## config.mk

```make
export PLATFORM = sky130hd
export DESIGN_NAME = wbc_cache
export DESIGN_NICKNAME = d
export VERILOG_FILES = /design/src/rtl/wbc_pkg.sv /design/src/rtl/wbc_tag_store.sv /design/src/rtl/wbc_line_ram.sv /design/src/rtl/wbc_cache.sv
export SDC_FILE = /design/constraint.sdc
export NUM_CORES = 1
export LEC_CHECK = 0
export ABC_AREA = 1
export BUFFER_PORTS_ARGS = -buffer_cell sky130_fd_sc_hd__buf_2
export CORE_MARGIN = 2
export CORE_UTILIZATION = 30
export CTS_BUF_LIST = sky130_fd_sc_hd__clkbuf_4 sky130_fd_sc_hd__clkbuf_8
export CTS_CLUSTER_SIZE = 24
export DETAILED_ROUTE_END_ITERATION = 6
export PLACE_DENSITY = 0.48
export REMOVE_ABC_BUFFERS = 1
export SLEW_MARGIN = 20
export SYNTH_ARGS = -nofsm -noshare
export SYNTH_HDL_FRONTEND = slang
export SYNTH_SLANG_ARGS = --single-unit
```

## constraint.sdc

```tcl
create_clock -name clk -period 3.64 [get_ports clk]
set_input_delay 0.728 -clock clk [delete_from_list [all_inputs] [get_ports clk]]
set_output_delay 0.728 -clock clk [all_outputs]
set_load 0.01 [all_outputs]
```

## src/rtl/wbc_pkg.sv

```systemverilog
package wbc_pkg;
  typedef enum logic [1:0] {
    OP_READ  = 2'd0,
    OP_WRITE = 2'd1,
    OP_FLUSH = 2'd2,
    OP_INVAL = 2'd3
  } op_e;

  typedef enum logic [1:0] {
    ST_IDLE,
    ST_WRITEBACK,
    ST_FILL,
    ST_RESPOND
  } state_e;
endpackage

```

## src/rtl/wbc_tag_store.sv

```systemverilog
// Per-line valid, modified and tag state. Asynchronous lookup, one write port.
module wbc_tag_store #(
  parameter int LINES = 2,
  parameter int TAG_W = 1,
  localparam int IDX_W = $clog2(LINES)
) (
  input  logic             clk,
  input  logic             rst,
  input  logic [IDX_W-1:0] rd_idx,
  output logic             rd_valid,
  output logic             rd_dirty,
  output logic [TAG_W-1:0] rd_tag,
  input  logic             wr_en,
  input  logic [IDX_W-1:0] wr_idx,
  input  logic             wr_valid,
  input  logic             wr_dirty,
  input  logic [TAG_W-1:0] wr_tag
);
  logic [LINES-1:0] valid_q;
  logic [LINES-1:0] dirty_q;
  logic [TAG_W-1:0] tag_q [LINES];

  always_ff @(posedge clk) begin
    if (rst) begin
      valid_q <= '0;
      dirty_q <= '0;
    end else if (wr_en) begin
      valid_q[wr_idx] <= wr_valid;
      dirty_q[wr_idx] <= wr_dirty;
    end
  end

  // Tags carry no reset; valid_q gates them.
  always_ff @(posedge clk) begin
    if (wr_en) tag_q[wr_idx] <= wr_tag;
  end

  assign rd_valid = valid_q[rd_idx];
  assign rd_dirty = dirty_q[rd_idx];
  assign rd_tag   = tag_q[rd_idx];
endmodule

```

## src/rtl/wbc_line_ram.sv

```systemverilog
// Line data storage with per-byte write enables.
module wbc_line_ram #(
  parameter int LINES      = 2,
  parameter int LINE_BYTES = 4,
  localparam int IDX_W  = $clog2(LINES),
  localparam int LINE_W = 8 * LINE_BYTES
) (
  input  logic                  clk,
  input  logic [IDX_W-1:0]      rd_idx,
  output logic [LINE_W-1:0]     rd_line,
  input  logic [IDX_W-1:0]      wr_idx,
  input  logic [LINE_BYTES-1:0] wr_be,
  input  logic [LINE_W-1:0]     wr_line
);
  logic [LINE_W-1:0] mem_q [LINES];

  always_ff @(posedge clk) begin
    for (int b = 0; b < LINE_BYTES; b++) begin
      if (wr_be[b]) mem_q[wr_idx][8*b +: 8] <= wr_line[8*b +: 8];
    end
  end

  assign rd_line = mem_q[rd_idx];
endmodule

```

## src/rtl/wbc_cache.sv

```systemverilog
module wbc_cache
  import wbc_pkg::*;
#(
  parameter int ADDR_W     = 4,
  parameter int LINES      = 2,
  parameter int LINE_BYTES = 4,
  localparam int OFF_W  = $clog2(LINE_BYTES),
  localparam int BLK_W  = ADDR_W - OFF_W,
  localparam int LINE_W = 8 * LINE_BYTES
) (
  input  logic                  clk,
  input  logic                  rst,
  input  logic                  req_valid,
  output logic                  req_ready,
  input  logic [1:0]            req_op,
  input  logic [ADDR_W-1:0]     req_addr,
  input  logic [BLK_W-1:0]      req_blk,
  input  logic [7:0]            req_wdata,
  output logic                  rsp_valid,
  output logic [7:0]            rsp_rdata,
  output logic                  mem_req,
  output logic                  mem_we,
  output logic [BLK_W-1:0]      mem_blk,
  output logic [LINE_BYTES-1:0] mem_be,
  output logic [LINE_W-1:0]     mem_wdata,
  input  logic [LINE_W-1:0]     mem_rdata,
  input  logic                  mem_ack
);
  localparam int IDX_W = $clog2(LINES);
  localparam int TAG_W = BLK_W - IDX_W;

  state_e            st;
  op_e               op_q;
  logic [BLK_W-1:0]  blk_q;
  logic [OFF_W-1:0]  off_q;
  logic              fill_after;

  // Lookup: in idle the incoming request selects the line,
  // otherwise the latched block does.
  op_e               in_op;
  logic [OFF_W-1:0]  in_off;
  logic [BLK_W-1:0]  in_blk;
  logic [BLK_W-1:0]  cur_blk;
  logic [IDX_W-1:0]  cur_idx;
  logic [TAG_W-1:0]  cur_tag;
  logic              t_valid, t_dirty;
  logic [TAG_W-1:0]  t_tag;
  logic [LINE_W-1:0] line_rd;
  logic              hit, accept;

  assign in_op   = op_e'(req_op);
  assign in_off  = req_addr[OFF_W-1:0];
  assign in_blk  = (in_op == OP_FLUSH || in_op == OP_INVAL) ? req_blk
                                                             : req_addr[ADDR_W-1:OFF_W];
  assign cur_blk = (st == ST_IDLE) ? in_blk : blk_q;
  assign cur_idx = cur_blk[IDX_W-1:0];
  assign cur_tag = cur_blk[BLK_W-1:IDX_W];
  assign hit     = t_valid && (t_tag == cur_tag);
  assign accept  = req_valid && req_ready;

  // State and data updates
  logic                  tu_en, tu_valid, tu_dirty;
  logic [TAG_W-1:0]      tu_tag;
  logic [LINE_BYTES-1:0] dw_be;
  logic [LINE_W-1:0]     dw_line;

  always_comb begin
    tu_en    = 1'b0;
    tu_valid = t_valid;
    tu_dirty = t_dirty;
    tu_tag   = t_tag;
    dw_be    = '0;
    dw_line  = {LINE_BYTES{req_wdata}};
    unique case (st)
      ST_IDLE: begin
        if (accept && hit) begin
          if (in_op == OP_WRITE) begin
            tu_en    = 1'b1;
            tu_dirty = 1'b1;
            dw_be    = LINE_BYTES'(1) << in_off;
          end else if (in_op == OP_INVAL) begin
            tu_en    = 1'b1;
            tu_valid = 1'b0;
            tu_dirty = 1'b0;
          end
        end
      end
      ST_WRITEBACK: begin
        if (mem_ack && op_q == OP_FLUSH) begin
          tu_en    = 1'b1;
          tu_dirty = 1'b0;
        end
      end
      ST_FILL: begin
        if (mem_ack) begin
          tu_en    = 1'b1;
          tu_valid = 1'b1;
          tu_dirty = 1'b0;
          tu_tag   = cur_tag;
          dw_be    = '1;
          dw_line  = mem_rdata;
        end
      end
      default: ;
    endcase
  end

  wbc_tag_store #(.LINES(LINES), .TAG_W(TAG_W)) i_tags (
    .clk      (clk),
    .rst      (rst),
    .rd_idx   (cur_idx),
    .rd_valid (t_valid),
    .rd_dirty (t_dirty),
    .rd_tag   (t_tag),
    .wr_en    (tu_en),
    .wr_idx   (cur_idx),
    .wr_valid (tu_valid),
    .wr_dirty (tu_dirty),
    .wr_tag   (tu_tag)
  );

  wbc_line_ram #(.LINES(LINES), .LINE_BYTES(LINE_BYTES)) i_lines (
    .clk     (clk),
    .rd_idx  (cur_idx),
    .rd_line (line_rd),
    .wr_idx  (cur_idx),
    .wr_be   (dw_be),
    .wr_line (dw_line)
  );

  // Controller
  always_ff @(posedge clk) begin
    if (rst) begin
      st         <= ST_IDLE;
      op_q       <= OP_READ;
      blk_q      <= '0;
      off_q      <= '0;
      fill_after <= 1'b0;
      req_ready  <= 1'b1;
      rsp_valid  <= 1'b0;
      rsp_rdata  <= '0;
      mem_req    <= 1'b0;
      mem_we     <= 1'b0;
      mem_blk    <= '0;
      mem_be     <= '0;
      mem_wdata  <= '0;
    end else begin
      unique case (st)
        ST_IDLE: begin
          if (accept) begin
            op_q      <= in_op;
            blk_q     <= in_blk;
            off_q     <= in_off;
            req_ready <= 1'b0;
            unique case (in_op)
              OP_READ: begin
                if (hit) begin
                  rsp_rdata <= line_rd[8*in_off +: 8];
                  rsp_valid <= 1'b1;
                  st        <= ST_RESPOND;
                end else if (t_valid && t_dirty) begin
                  // Victim holds modified data: copy it back first.
                  mem_req    <= 1'b1;
                  mem_we     <= 1'b1;
                  mem_blk    <= {t_tag, cur_idx};
                  mem_be     <= '1;
                  mem_wdata  <= line_rd;
                  fill_after <= 1'b1;
                  st         <= ST_WRITEBACK;
                end else begin
                  mem_req <= 1'b1;
                  mem_we  <= 1'b0;
                  mem_blk <= in_blk;
                  mem_be  <= '0;
                  st      <= ST_FILL;
                end
              end
              OP_WRITE: begin
                if (hit) begin
                  rsp_valid <= 1'b1;
                  st        <= ST_RESPOND;
                end else begin
                  // No allocation on a write miss: one byte goes straight out.
                  mem_req    <= 1'b1;
                  mem_we     <= 1'b1;
                  mem_blk    <= in_blk;
                  mem_be     <= LINE_BYTES'(1) << in_off;
                  mem_wdata  <= {LINE_BYTES{req_wdata}};
                  fill_after <= 1'b0;
                  st         <= ST_WRITEBACK;
                end
              end
              OP_FLUSH: begin
                if (hit && t_dirty) begin
                  mem_req    <= 1'b1;
                  mem_we     <= 1'b1;
                  mem_blk    <= in_blk;
                  mem_be     <= '1;
                  mem_wdata  <= line_rd;
                  fill_after <= 1'b0;
                  st         <= ST_WRITEBACK;
                end else begin
                  rsp_valid <= 1'b1;
                  st        <= ST_RESPOND;
                end
              end
              default: begin
                rsp_valid <= 1'b1;
                st        <= ST_RESPOND;
              end
            endcase
          end
        end
        ST_WRITEBACK: begin
          if (mem_ack) begin
            if (fill_after) begin
              mem_we  <= 1'b0;
              mem_blk <= blk_q;
              mem_be  <= '0;
              st      <= ST_FILL;
            end else begin
              mem_req   <= 1'b0;
              mem_we    <= 1'b0;
              mem_be    <= '0;
              rsp_valid <= 1'b1;
              st        <= ST_RESPOND;
            end
          end
        end
        ST_FILL: begin
          if (mem_ack) begin
            mem_req   <= 1'b0;
            rsp_rdata <= mem_rdata[8*off_q +: 8];
            rsp_valid <= 1'b1;
            st        <= ST_RESPOND;
          end
        end
        default: begin
          rsp_valid <= 1'b0;
          req_ready <= 1'b1;
          st        <= ST_IDLE;
        end
      endcase
    end
  end
endmodule

```

### Word-level counts from Yosys, hierarchy flattened

Memory sizes are Yosys's and may differ from the RTL's.
Index checks and enable logic that the tools add are counted.

| storage, ports and cells | value |
|---|---|
| bits in latches | 0 |
| memories | 2 |
| RAM bits | 66 |
| ROM bits | 0 |
| bits in registers | 63 |
| output and inout port bits | 50 |

Memories:

| name | depth | width | read ports | clocked after memory_dff | wr ports | line | RTL |
|---|---|---|---|---|---|---|---|
| i_lines.mem_q | 2 | 32 | 1 | 0 | 1 | wbc_line_ram.sv:15 | `logic [LINE_W-1:0] mem_q [LINES];` |
| i_tags.tag_q | 2 | 1 | 1 | 0 | 1 | wbc_tag_store.sv:21 | `logic [TAG_W-1:0] tag_q [LINES];` |

| operators by class | value |
|---|---|
| divide/modulo/power cells | 0 |
| muxes and demuxes | 110 |
| reductions and logical operators | 25 |
| $lt $le $gt $ge | 2 |
| bitwise gates (word level) | 1 |
| shift operators | 3 |
| add/sub/neg operators | 0 |
| eq/ne operators | 26 |
| multiply operators | 0 |

Operators by type and width:

| kind | number |
|---|---|
| 32-bit two-way mux | 6 |
| 32-bit case mux with 3 select lines | 1 |
| 32-bit by 6-bit variable part select with 8-bit output | 2 |
| 1-bit two-way mux | 52 |
| 4-bit two-way mux | 9 |
| 2-bit two-way mux | 16 |
| 8-bit two-way mux | 4 |
| 2-bit != test, second input constant | 9 |
| 3-bit != test, second input constant | 6 |
| 1-bit case mux with 3 select lines | 6 |
| 2-bit case mux with 3 select lines | 3 |
| 4-bit case mux with 2 select lines | 2 |
| 8-bit case mux with 2 select lines | 1 |
| 8-bit AND reduction | 2 |
| 7-bit AND reduction | 2 |
| 4-bit case mux with 3 select lines | 1 |
| 1-bit case mux with 2 select lines | 5 |
| 2-bit equality test, second input constant | 4 |
| 1-bit logical AND | 7 |
| 6-bit AND reduction | 1 |
| 3-bit nonzero test | 2 |
| 5-bit AND reduction | 1 |
| 2-bit bitwise mux | 2 |
| 2-bit by 1-bit equality test with 1-bit output, second input constant | 2 |
| 16 further kinds | 21 |

### Depth between registers and ports, before layout

| depth | value |
|---|---|
| word-level depth | 12 |
| depth in mapped cells | 18 |
| gate-level depth less buffers | 17 |

### Hierarchy

Synthesis repeated with hierarchy kept, for this count alone.

| unflattened totals | value |
|---|---|
| cell total of the unflattened synthesis | 884 |
| area total of the unflattened synthesis | 7,049.3 um^2 |

Modules (own cells, without submodules):

| module | area an instance (um^2) | cells each | times used | sequential area each (um^2) |
|---|---|---|---|---|
| wbc_cache | 4,302.9 | 662 | 1 | 1,181.1 |
| wbc_line_ram | 2,478.6 | 185 | 1 | 1,921.8 |
| wbc_tag_store | 267.8 | 37 | 1 | 140.1 |

### Least setup slack after synthesis

No wires, ideal clock.

| path | value |
|---|---|
| path type | input to register |
| start | input port req_op[0] |
| end | memory i_lines.mem_q[1][0] in the netlist's numbering (enable) |
| stages on the path | 13 |
| setup slack | 708 ps |
| buffers on the path | 0 |
| arrival time | 2,562 ps |
| data required time | 3,270 ps |
| cells stage by stage | inv_1 > ha_1 > nor2_2 > nand2_2 > nand3_4 > nand3_1 > nand3_1 > nand3_2 > inv_2 > nand2_1 > o31ai_1 > inv_1 > nor2_1 |

| between the ends | value |
|---|---|
| longest elaborated chain between the ends | 12 |

Ends and longest elaborated chain:

| element | line | RTL |
|---|---|---|
| start, declared | wbc_cache.sv:15 | `input logic [1:0] req_op,` |
| 2-bit equality test | wbc_cache.sv:53 | `assign in_blk = (in_op == OP_FLUSH \|\| in_op == OP_INVAL) ? req_blk` |
| 1-bit logical OR | wbc_cache.sv:53 |  |
| 2-bit two-way mux | wbc_cache.sv:53 |  |
| 2-bit two-way mux | wbc_cache.sv:55 | `assign cur_blk = (st == ST_IDLE) ? in_blk : blk_q;` |
| memory read 2 x 1 bit or 1-bit two-way mux (tied branches) | - |  |
| 1-bit equality test or 1-bit two-way mux (tied branches) | wbc_cache.sv:58, wbc_tag_store.sv:38 |  |
| 1-bit logical AND | wbc_cache.sv:58 | `assign hit = t_valid && (t_tag == cur_tag);` |
| 1-bit logical AND | wbc_cache.sv:76 | `if (accept && hit) begin` |
| 4-bit two-way mux | wbc_cache.sv:76 |  |
| 4-bit case mux with 2 select lines | wbc_cache.sv:74 | `unique case (st)` |
| 1-bit two-way mux | wbc_line_ram.sv:19 | `if (wr_be[b]) mem_q[wr_idx][8*b +: 8] <= wr_line[8*b +: 8];` |
| 1-bit two-way mux (implied by the code) | wbc_line_ram.sv:19 |  |
| end, declared | wbc_line_ram.sv:15 |  |

Parallel ways exist; a longest one is shown, timed or not. The select of a mux whose other input is x is not followed.

### Final worst setup path

| path | value |
|---|---|
| start | input port req_op[0] |
| end | memory i_lines.mem_q[0][9] in the netlist's numbering (enable) |

The elaborated chain is that of the path after synthesis.

==> metrics.csv <==
stage,metric,value,unit
global_route,grt_max_degree,60,
worst_setup_path,required,3.80,ns
routing,wl_per_cell,16.28,um
cts,cts_max_level,4,
placement,placedCellCount,1222,
final_layout,finish.net_count,1018,
global_route,overflow,0,
timing,fin_skew,0.01603,ns
pwr,seq_power_share,0.348,
yosys,ys.flop_type,edfxtp_1,
routing,drc,0,
routing,drt_iter0_drc,427,
placement,hpwl,15.38,mm
final_layout,layout_commonest_cell,nand2_1,
final_layout,antenna_cells,0,
floorplan,core,22430,sq um
worst_setup_path,r2r_start,st[0],
pwr,ir_worst_vdd,265.9,uV
floorplan,ios,102,
timing,setup-tns-final,0,ns
pwr,p_leak,3.408,nW
yosys,synth_area_per_cell,7.880,sq um
floorplan,dieArea,23890,sq um
cts,clk_latency,0.46,ns
cts,cts_setup_buffers,0,
timing,setup_violations,0,
worst_setup_path,critPathArrivalTime,3.05,ns
timing,drv_slew,0,
timing,fin_crit,2.894,ns
worst_setup_path,end_kind,register,
global_route,met1_usage,0.2654,
cts,clkSlewWorstSetupHoldPaths,0.07,ns
final_layout,layout_common_cells,"nand2_1 (183), o21ai_0 (121), buf_2 (101)",
yosys,async_flop_share,0,
yosys,synth_edf_count,66,
pwr,total_power,5.559,mW
worst_setup_path,worstSetupEndpoint,i_lines.mem_q[0][9],
pwr,p_int,3.230,mW
run_status,status,"finished, final reports clean",
floorplan,fp.dieW,154.6,um
worst_setup_path,r2r_slack,0.83,ns
final_layout,drive_above_1_share,0.2178,
yosys,ys_types,39,
routing,dr_total_vias,5984,
cts,numCtsBuffers,17,
yosys,synth_area_leaders,"edfxtp_1 (29%), dfxtp_1 (19%), nand2_1 (10%), o21ai_0 (8.9%), inv_1 (4.9%)",
timing,worstMarginPinSlew,0.9788,ns
worst_setup_path,crit_path_max_fanout,16,
yosys,ys_seq_area_frac,0.4769,
placement,place_congestion,0.8384,
timing,hold_viol_final,0,
final_layout,area_growth,17.52,%
yosys,synth.largest_area_cell,edfxtp_1,
pwr,p_switching,2.329,mW
cts,cts_root_buffer,clkbuf_8,
worst_setup_path,cp-start-kind,primary input,
timing,period_share,0.7950,
global_route,grt_pass1_vias,5478,
worst_setup_path,reg2reg_depth,14,
timing,timing.hold.ws,0.4570,ns
timing,rsz0062_at_grt,false,
worst_setup_path,path_class,primary input to register,
worst_hold_path,hold_path_class,register to register,
global_route,antenna_found_initial,0,
cts,cts-hold-fix-buffers,0,
pwr,clkPwrFrac,0.224,
routing,finalWirelength,20.42,mm
global_route,busiest_layer,met1,
global_route,globalRouteTotalUtil,0.1719,
pwr,switching_share,0.4190,
worst_setup_path,timing.rr.end,i_lines.mem_q[0][9],
final_layout,final_core_util,0.3562,
cts,cts.repair.resized,0,
routing,vias_per_cell,4.772,
yosys,synth_area,6800,sq um
yosys,synth.top_cell.area_share,0.2914,
floorplan,die_h,154.6,um
final_layout,regArea,3243,sq um
global_route,use_met3,0.02662,
yosys,yosysWarnings,0,
yosys,netlist_instances,863,
job,max_cap_viol_count,0,
final_layout,stdcell_count,1254,
pwr,powerDensity,695.6,nW/um^2
placement,io_buffers,101,
global_route,grt_pass1_wl,31.20,mm
floorplan,start_util,0.3031,
routing,first_pass_iters,5,
final_layout,fill_cells,2396,
cts,cts_sinks,129,
cts,cts_tree,built,
timing,clock.fmax,345.5,MHz
floorplan,rows,55,
global_route,use_met2,0.2438,
yosys,ys_seq_elements,129,
timing,slew-limit-headroom,0.3466,
cts,ctsLongestPathBuffers,2,
pwr,comb_power_share,0.428,
worst_setup_path,startpoint,req_op[0],
routing,ant_nets,0,
final_layout,multiInputGateArea,2980,sq um
==> per-stage QoR <==
stage	area (sq um)	setup WS, ns
4_1_cts	7991	0.8140
3_3_place_gp	7594	0.3984
5_1_grt	7991	0.4898
3_5_place_dp	7594	0.3383
2_1_floorplan	6591	0.2658
6_report	7991	0.7460
==> synth_stat cells, types with 3 or more instances <==
cell / n
nor2_2: 4
nand4_1: 36
edfxtp_1: 66
inv_2: 8
or2_2: 25
buf_4: 6
nand2_4: 5
nand2_2: 9
nor3_1: 5
clkbuf_1: 26
nand2_1: 183
ha_1: 10
a211oi_1: 4
nand3_2: 5
dfxtp_1: 63
inv_1: 89
o21ai_1: 16
buf_2: 11
nand3_1: 36
nor2_1: 49
o21ai_0: 121
or2_0: 3
a21oi_1: 64
==> critical path, stage by stage <==
cell     delay, ns
buf_2         0.15
inv_1         0.10
ha_1          0.30
inv_2         0.10
nand2_2       0.08
nand2_2       0.09
nand3_4       0.10
nand2_4       0.19
nand2_2       0.07
nand2_2       0.11
nand3_2       0.14
inv_2         0.12
nand2_1       0.11
o21ai_0       0.28
inv_1         0.10
nor2_1        0.10
buf_4         0.18
==> layout make-up <==
cell class,instances,share of cell area
flip-flops and latches,129,0.4058
repair buffers,118,0.08079
multi-input cells,592,0.3729
clock buffers,23,0.03648
well taps,285,0.04462
inverters,98,0.04603
clock inverters,9,0.01331
==> state kept, by name, indices dropped and copies added (netlist names), 2 cells and up <==
name            count
i_lines.mem_q      64
rsp_rdata           8
mem_be              4
i_tags.tag_q        2
op_q                2
off_q               2
mem_wdata          32
i_tags.valid_q      2
blk_q               2
mem_blk             2
st                  2
i_tags.dirty_q      2
==> worst min-delay path by stage <==
stage          depth (start not counted)             to  slack [ns]     startpoint
6_report                               2  mem_wdata[15]        0.46  mem_wdata[15]
2_1_floorplan                          2        mem_req        0.48        mem_req
3_5_place_dp                           2  mem_wdata[29]        0.45  mem_wdata[29]
3_3_place_gp                           2  mem_wdata[13]        0.45  mem_wdata[13]
5_1_grt                                2   mem_wdata[5]        0.47   mem_wdata[5]
4_1_cts                                2  mem_wdata[30]        0.46  mem_wdata[30]
==> power by group through the flow <==
stage	sequential (mW)	combinational (mW)	clock (mW)
floorplan	2.00	1.47	0
global placement	1.97	2.38	0
detailed placement	1.97	2.37	0
CTS	1.94	2.38	1.28
global route	1.96	2.68	1.33
finish	1.93	2.38	1.24
==> logic make-up (layout without fill, tap and decap cells) <==
group                    count (synthesis)  after routing  synth area share
multiplexers                             1              1          0.001472
AO/OA/AOI/OAI                          212            212            0.1603
adder cells (fa/ha/maj)                 10             10           0.01840
flip-flops                             129            129            0.4769
buffers and inverters                  142            248           0.08482
AND/OR/NAND/NOR                        369            369            0.2581
==> per-layer routing <==
layer,routed length (um),vias to the layer above
met5,0,-
met4,289,0
met3,1014,18
met2,8406,157
met1,10710,2726
li1,-,3083
Power figures use the tool's default switching activity.
